==> src/rtl/vtf_pkg.sv <==
package vtf_pkg;

    localparam int WORD_W  = 10;
    localparam int PRE_LEN = 3;

    localparam int ID_ONE_B = WORD_W - 1;
    localparam int ID_F_B   = WORD_W - 2;
    localparam int ID_V_B   = WORD_W - 3;
    localparam int ID_H_B   = WORD_W - 4;

    typedef logic [WORD_W-1:0] word_t;

    typedef struct packed {
        logic h;
        logic v;
        logic f;
    } tflags_t;

    typedef enum logic {
        HSTYLE_SPAN  = 1'b0,
        HSTYLE_IDBIT = 1'b1
    } hstyle_e;

    localparam word_t MARK_ONES = '1;
    localparam word_t MARK_ZERO = '0;

    function automatic logic is_id_word(word_t w);
        return w[ID_ONE_B];
    endfunction

    function automatic tflags_t id_flags(word_t w);
        tflags_t r;
        r.h = w[ID_H_B];
        r.v = w[ID_V_B];
        r.f = w[ID_F_B];
        return r;
    endfunction

endpackage

==> src/rtl/vtf_trs_detect.sv <==
module vtf_trs_detect
    import vtf_pkg::*;
#(
    parameter int W     = WORD_W,
    parameter int DEPTH = PRE_LEN
) (
    input  logic         clk,
    input  logic         rst,
    input  logic [W-1:0] word_in,
    output logic [W-1:0] tail_word,
    output logic [W-1:0] head_word,
    output logic         hit,
    output logic         id_at_tail
);

    logic [W-1:0] stage [DEPTH+1];
    logic [DEPTH-1:0] hit_dly;
    logic zeros_ok;

    always_ff @(posedge clk) begin
        if (rst) stage[0] <= '0;
        else     stage[0] <= word_in;
    end

    for (genvar k = 1; k <= DEPTH; k++) begin : g_stage
        always_ff @(posedge clk) begin
            if (rst) stage[k] <= '0;
            else     stage[k] <= stage[k-1];
        end
    end

    always_comb begin
        zeros_ok = 1'b1;
        for (int k = 1; k < DEPTH; k++) begin
            if (stage[k] != '0) zeros_ok = 1'b0;
        end
    end

    assign hit = (stage[DEPTH] == '1) && zeros_ok && stage[0][W-1];

    always_ff @(posedge clk) begin
        if (rst) hit_dly <= '0;
        else     hit_dly <= {hit_dly[DEPTH-2:0], hit};
    end

    assign id_at_tail = hit_dly[DEPTH-1];
    assign tail_word  = stage[DEPTH];
    assign head_word  = stage[0];

endmodule

==> src/rtl/vtf_h_shaper.sv <==
module vtf_h_shaper
    import vtf_pkg::*;
#(
    parameter int DEPTH = PRE_LEN
) (
    input  logic    clk,
    input  logic    rst,
    input  hstyle_e style,
    input  logic    hit,
    input  logic    hit_h,
    input  logic    id_at_tail,
    input  logic    tail_h,
    output logic    h_next
);

    localparam int CW = $clog2(DEPTH + 1);

    logic          gap_q;
    logic [CW-1:0] tail_cnt;
    logic          idh_q;
    logic          idh_next;
    logic          eav_hit;
    logic          sav_hit;
    logic          h_span;

    assign eav_hit = hit & hit_h;
    assign sav_hit = hit & ~hit_h;

    always_ff @(posedge clk) begin
        if (rst) begin
            gap_q    <= 1'b0;
            tail_cnt <= '0;
        end else begin
            if (eav_hit)      gap_q <= 1'b1;
            else if (sav_hit) gap_q <= 1'b0;

            if (sav_hit)              tail_cnt <= CW'(DEPTH);
            else if (tail_cnt != '0)  tail_cnt <= tail_cnt - 1'b1;
        end
    end

    assign h_span   = eav_hit | sav_hit | gap_q | (tail_cnt != '0);
    assign idh_next = id_at_tail ? tail_h : idh_q;

    always_ff @(posedge clk) begin
        if (rst) idh_q <= 1'b0;
        else     idh_q <= idh_next;
    end

    always_comb begin
        case (style)
            HSTYLE_IDBIT: h_next = idh_next;
            default:      h_next = h_span;
        endcase
    end

endmodule

==> src/rtl/vtf_vf_track.sv <==
module vtf_vf_track
    import vtf_pkg::*;
(
    input  logic  clk,
    input  logic  rst,
    input  logic  id_at_tail,
    input  word_t tail_word,
    output logic  v_next,
    output logic  f_next
);

    tflags_t held_q;
    tflags_t dec;

    assign dec    = id_flags(tail_word);
    assign v_next = id_at_tail ? dec.v : held_q.v;
    assign f_next = id_at_tail ? dec.f : held_q.f;

    always_ff @(posedge clk) begin
        if (rst) held_q <= '0;
        else begin
            held_q.h <= 1'b0;
            held_q.v <= v_next;
            held_q.f <= f_next;
        end
    end

endmodule

==> src/rtl/vtf_out_stage.sv <==
module vtf_out_stage
    import vtf_pkg::*;
(
    input  logic    clk,
    input  logic    rst,
    input  word_t   tail_word,
    input  tflags_t trs_flags,
    input  logic    use_fly,
    input  tflags_t fly_flags,
    output word_t   word_q,
    output tflags_t flags_q
);

    always_ff @(posedge clk) begin
        if (rst) begin
            word_q  <= MARK_ZERO;
            flags_q <= '0;
        end else begin
            word_q  <= tail_word;
            flags_q <= use_fly ? fly_flags : trs_flags;
        end
    end

endmodule

==> src/rtl/video_trs_flags.sv <==
module video_trs_flags
    import vtf_pkg::*;
(
    input  logic              clk,
    input  logic              rst,
    input  logic [WORD_W-1:0] vid_in,
    input  logic              hstyle_sel,
    input  logic              fly_sel,
    input  logic              fly_h,
    input  logic              fly_v,
    input  logic              fly_f,
    output logic [WORD_W-1:0] vid_out,
    output logic              blank_h,
    output logic              blank_v,
    output logic              field_f
);

    word_t   tail_w;
    word_t   head_w;
    logic    hit;
    logic    id_tail;
    logic    h_nx;
    logic    v_nx;
    logic    f_nx;
    tflags_t trs_fl;
    tflags_t fly_fl;
    tflags_t out_fl;
    word_t   out_w;
    hstyle_e style;

    assign style = hstyle_e'(hstyle_sel);

    vtf_trs_detect #(.W(WORD_W), .DEPTH(PRE_LEN)) u_det (
        .clk        (clk),
        .rst        (rst),
        .word_in    (vid_in),
        .tail_word  (tail_w),
        .head_word  (head_w),
        .hit        (hit),
        .id_at_tail (id_tail)
    );

    vtf_h_shaper #(.DEPTH(PRE_LEN)) u_hsh (
        .clk        (clk),
        .rst        (rst),
        .style      (style),
        .hit        (hit),
        .hit_h      (head_w[ID_H_B]),
        .id_at_tail (id_tail),
        .tail_h     (tail_w[ID_H_B]),
        .h_next     (h_nx)
    );

    vtf_vf_track u_vf (
        .clk        (clk),
        .rst        (rst),
        .id_at_tail (id_tail),
        .tail_word  (tail_w),
        .v_next     (v_nx),
        .f_next     (f_nx)
    );

    assign trs_fl = '{h: h_nx, v: v_nx, f: f_nx};
    assign fly_fl = '{h: fly_h, v: fly_v, f: fly_f};

    vtf_out_stage u_out (
        .clk       (clk),
        .rst       (rst),
        .tail_word (tail_w),
        .trs_flags (trs_fl),
        .use_fly   (fly_sel),
        .fly_flags (fly_fl),
        .word_q    (out_w),
        .flags_q   (out_fl)
    );

    assign vid_out = out_w;
    assign blank_h = out_fl.h;
    assign blank_v = out_fl.v;
    assign field_f = out_fl.f;

endmodule

==> config.mk <==
export PLATFORM = sky130hd
export DESIGN_NAME = video_trs_flags
export DESIGN_NICKNAME = d
export VERILOG_FILES = /design/src/rtl/vtf_pkg.sv /design/src/rtl/vtf_trs_detect.sv /design/src/rtl/vtf_h_shaper.sv /design/src/rtl/vtf_vf_track.sv /design/src/rtl/vtf_out_stage.sv /design/src/rtl/video_trs_flags.sv
export SDC_FILE = /design/constraint.sdc
export NUM_CORES = 1
export LEC_CHECK = 0
export BUFFER_PORTS_ARGS = -buffer_cell sky130_fd_sc_hd__buf_4
export CAP_MARGIN = 30
export CORE_MARGIN = 4
export CORE_UTILIZATION = 55
export CTS_CLUSTER_SIZE = 25
export DETAILED_ROUTE_END_ITERATION = 12
export MAX_ROUTING_LAYER = met4
export PLACE_DENSITY = 0.83
export SLEW_MARGIN = 0
export SYNTH_ARGS = -nofsm -noshare
export SYNTH_HDL_FRONTEND = slang
export SYNTH_SLANG_ARGS = --single-unit
==> constraint.sdc <==
create_clock -name clk -period 4.89 [get_ports clk]
set_clock_uncertainty 0.15 [all_clocks]
set_input_delay 0.978 -clock clk [delete_from_list [all_inputs] [get_ports clk]]
set_output_delay 0.978 -clock clk [all_outputs]
set_load 0.02 [all_outputs]
==> flow_summary_export.csv <==
group,metric,value,unit
grt,overflow,0,
clocking,cts_inserted_buffers,9,
setup_path,cp.depth,1,
setup_path,path_delay_family,"flip-flops",
power,ir_worst_vdd,0.000270,V
finish,fin_area,0.00222,mm²
clocking,post_cts_resized,0,
sta,max_freq,508,MHz
sta,tns,0,ns
finish,area_delta_synth_final,19.3,%
outcome,status,"finished, final reports clean",
sta,maxSlewHeadroom,62.2,%
clocking,cts_tree,"done",
clocking,cts_setup_buffers,0,
routing,routedWlPerCell,11.1,µm
worst_hold_path,hold_path.class,"reg2reg",
sta,period_minus_slack,1.97,ns
floorplan,initial_core_util,59.0,%
power,leakage,0.000914,µW
clocking,path_clk_slew,0.08,ns
logic_synthesis,synth_area_leaders,"dfxtp_1 67%, nor2b_1 18%, mux2i_1 1.6%, nor2_1 1.6%, clkbuf_1 1.4%",
logic_synthesis,synth.cell_area,0.00186,mm²
sta,period_share,40.3,%
logic_synthesis,synth_top_area_share,66.7,%
floorplan,die_height,66.2,µm
floorplan,core,0.00315,mm²
logic_synthesis,synth_most_common_cell,"dfxtp_1",
setup_path,crit_required,3.76,ns
clocking,clock_sinks,62,
routing,drc_errors,0,
logic_synthesis,ys_ff_latch,62,
sta,finalMaxSlewViolations,0,
sta,fin_ws,2.92,ns
logic_synthesis,synthesis.nets,178,
clocking,cts_max_path_buffers,2,
floorplan,die_w,66.2,µm
clocking,clk_latency,0.38,ns
grt,grt_max_degree,64,
clocking,cts_root_buffer,"clkbuf_4",
logic_synthesis,ys.flop_type,"dfxtp_1",
placed_design,placed_cell_area,0.00210,mm²
logic_synthesis,ys_warn_count,0,
setup_path,r2r_slack,2.96,ns
routing,wirelength,2.66,mm
finish,fillers,243,
setup_path,r2r-end,"u_hsh.gap_q",
logic_synthesis,ys_seq_area_share,66.7,%
logic_synthesis,synth_cells,160,
grt,antenna_found_initial,0,
logic_synthesis,ys_async_sr_fraction,0,%
setup_path,cp_num_buf_inv,1,
placed_design,dp_hpwl,1.84,mm
job,maxCapViolations,0,
setup_path,r2r_cells,4,
sta,setup_violations,0,
setup_path,endpoint_kind,"primary output",
setup_path,criticalPathCategory,"reg2out",
placed_design,numPortBuffers,29,
routing,route.vias.total,1105,
finish,antennaDiodeCount,0,
setup_path,arrival,0.84,ns
logic_synthesis,ys_types,23,
finish,nets,210,
setup_path,crit_path_top_delay_cell,"dfxtp_1",
clocking,cts_hold_buffers,0,
placed_design,dpl_worst_slack,2.74,ns
logic_synthesis,synth-edff-count,0,
floorplan,dieArea,0.00438,mm²
sta,tightest_slew,0.567,ns
floorplan,rows,20,
logic_synthesis,avgSynthCellArea,11.6,µm²
routing,drt-initial-drc-count,66,
grt,grt_pass1_wl,4.43,mm
setup_path,r2r_start,"u_det.stage[1][1]",
sta,rsz0062_at_grt,"no",
routing,first_pass_iters,2,
setup_path,start_kind,"flop",
logic_synthesis,synth_top_area_cell,"dfxtp_1",
finish,layout-drive-gt1-share,24.1,%
sta,hold_viol,0,
routing,antenna_left,0,
clocking,h-tree-depth,3,
setup_path,critPathCapture,"vid_out[0]",
grt,first_global_vias,1105,
setup_path,slowest_delay,0.33,ns
floorplan,num_io_pins,30,
setup_path,critPathMaxFanout,1,
placed_design,gp_congestion,0.706,
setup_path,crit_start,"u_out.word_q[0]",
logic_synthesis,synth_commonest_cells,"62 x dfxtp_1, 53 x nor2b_1, 8 x nor2_1",
grt,track_usage,15.1,%
routing,vias_per_cell,4.62,
power,powerDensity,408,mW/mm²
setup_path,path_cells,"buf_4",
[sequential cells by signal, summed over array words and instances, names as in the netlist]
| register | count |
|---|---|
| u_out.flags_q | 3 |
| u_hsh.gap_q | 1 |
| u_out.word_q | 10 |
| u_det.hit_dly | 3 |
| u_det.stage | 40 |
| u_vf.held_q | 2 |
| u_hsh.idh_q | 1 |
| u_hsh.tail_cnt | 2 |
[stage by stage]
stage / std cells / util, % / power (µW) / hold WS (ns)
6_report: 239 / 70.4 / 906 / 0.283
2_1_floorplan: 160 / - / 599 / 0.264
3_3_place_gp: 225 / 66.7 / 616 / 0.268
5_1_grt: 239 / 70.4 / 953 / 0.306
3_5_place_dp: 225 / 66.7 / 625 / 0.274
4_1_cts: 239 / 70.4 / 920 / 0.285
[cells by family (layout without fill, tap and decap cells)]
family | Yosys count | count (layout) | synth area share, %
compound gates | 7 | 7 | 2.15
xor+xnor | 1 | 1 | 0.471
fa+ha+maj | 1 | 1 | 0.672
buf+inv | 10 | 45 | 2.08
flops | 62 | 62 | 66.7
mux | 5 | 5 | 3.03
simple gates | 74 | 74 | 24.9
[placed cells by master, fill, tap and decap left out, drive strengths merged, types with 2 or more instances in the layout]
master,Yosys,final
a21oi,4,4
buf,1,29
clkbuf,7,13
dfxtp,62,62
inv,2,2
mux2,2,2
mux2i,3,3
nand4,3,3
nor2,8,8
nor2b,53,53
nor4,3,3
nor4b,3,3
o22ai,2,2
[worst min path at each step]
stage,endpoint,slack [ns],from,cells past startpoint
finish,u_det.stage[1][1],0.28,u_det.stage[0][1],1
global route,u_det.stage[1][1],0.31,u_det.stage[0][1],1
CTS,u_det.stage[1][1],0.29,u_det.stage[0][1],1
detailed placement,u_det.stage[1][1],0.27,u_det.stage[0][1],1
global placement,u_det.stage[1][2],0.27,u_det.stage[0][2],1
floorplan,u_det.hit_dly[1],0.26,u_det.hit_dly[0],1
[per-layer routing]
metal	GRT usage (%)	wire length [µm]
met1	12.8	1070
met2	25.3	1350
met3	9.18	193
met4	8.38	48
met5	-	0
[layout make-up]
cell class              count  area, µm²  area share, %
clock buffers              13        113           5.07
flip-flops and latches     62       1240           55.9
repair buffers             29        218           9.81
clock inverters             1       5.00          0.225
well taps                  44       55.1           2.48
multi-input cells          88        581           26.2
inverters                   2       7.51          0.338
[where the power goes]
| group | switching, µW | leakage [µW] | internal [µW] |
|---|---|---|---|
| clock network | 154 | 0.0000681 | 141 |
| registers | 7.58 | 0.000506 | 525 |
| logic | 35.9 | 0.000340 | 43.0 |
(Power assumes the default switching activity.)
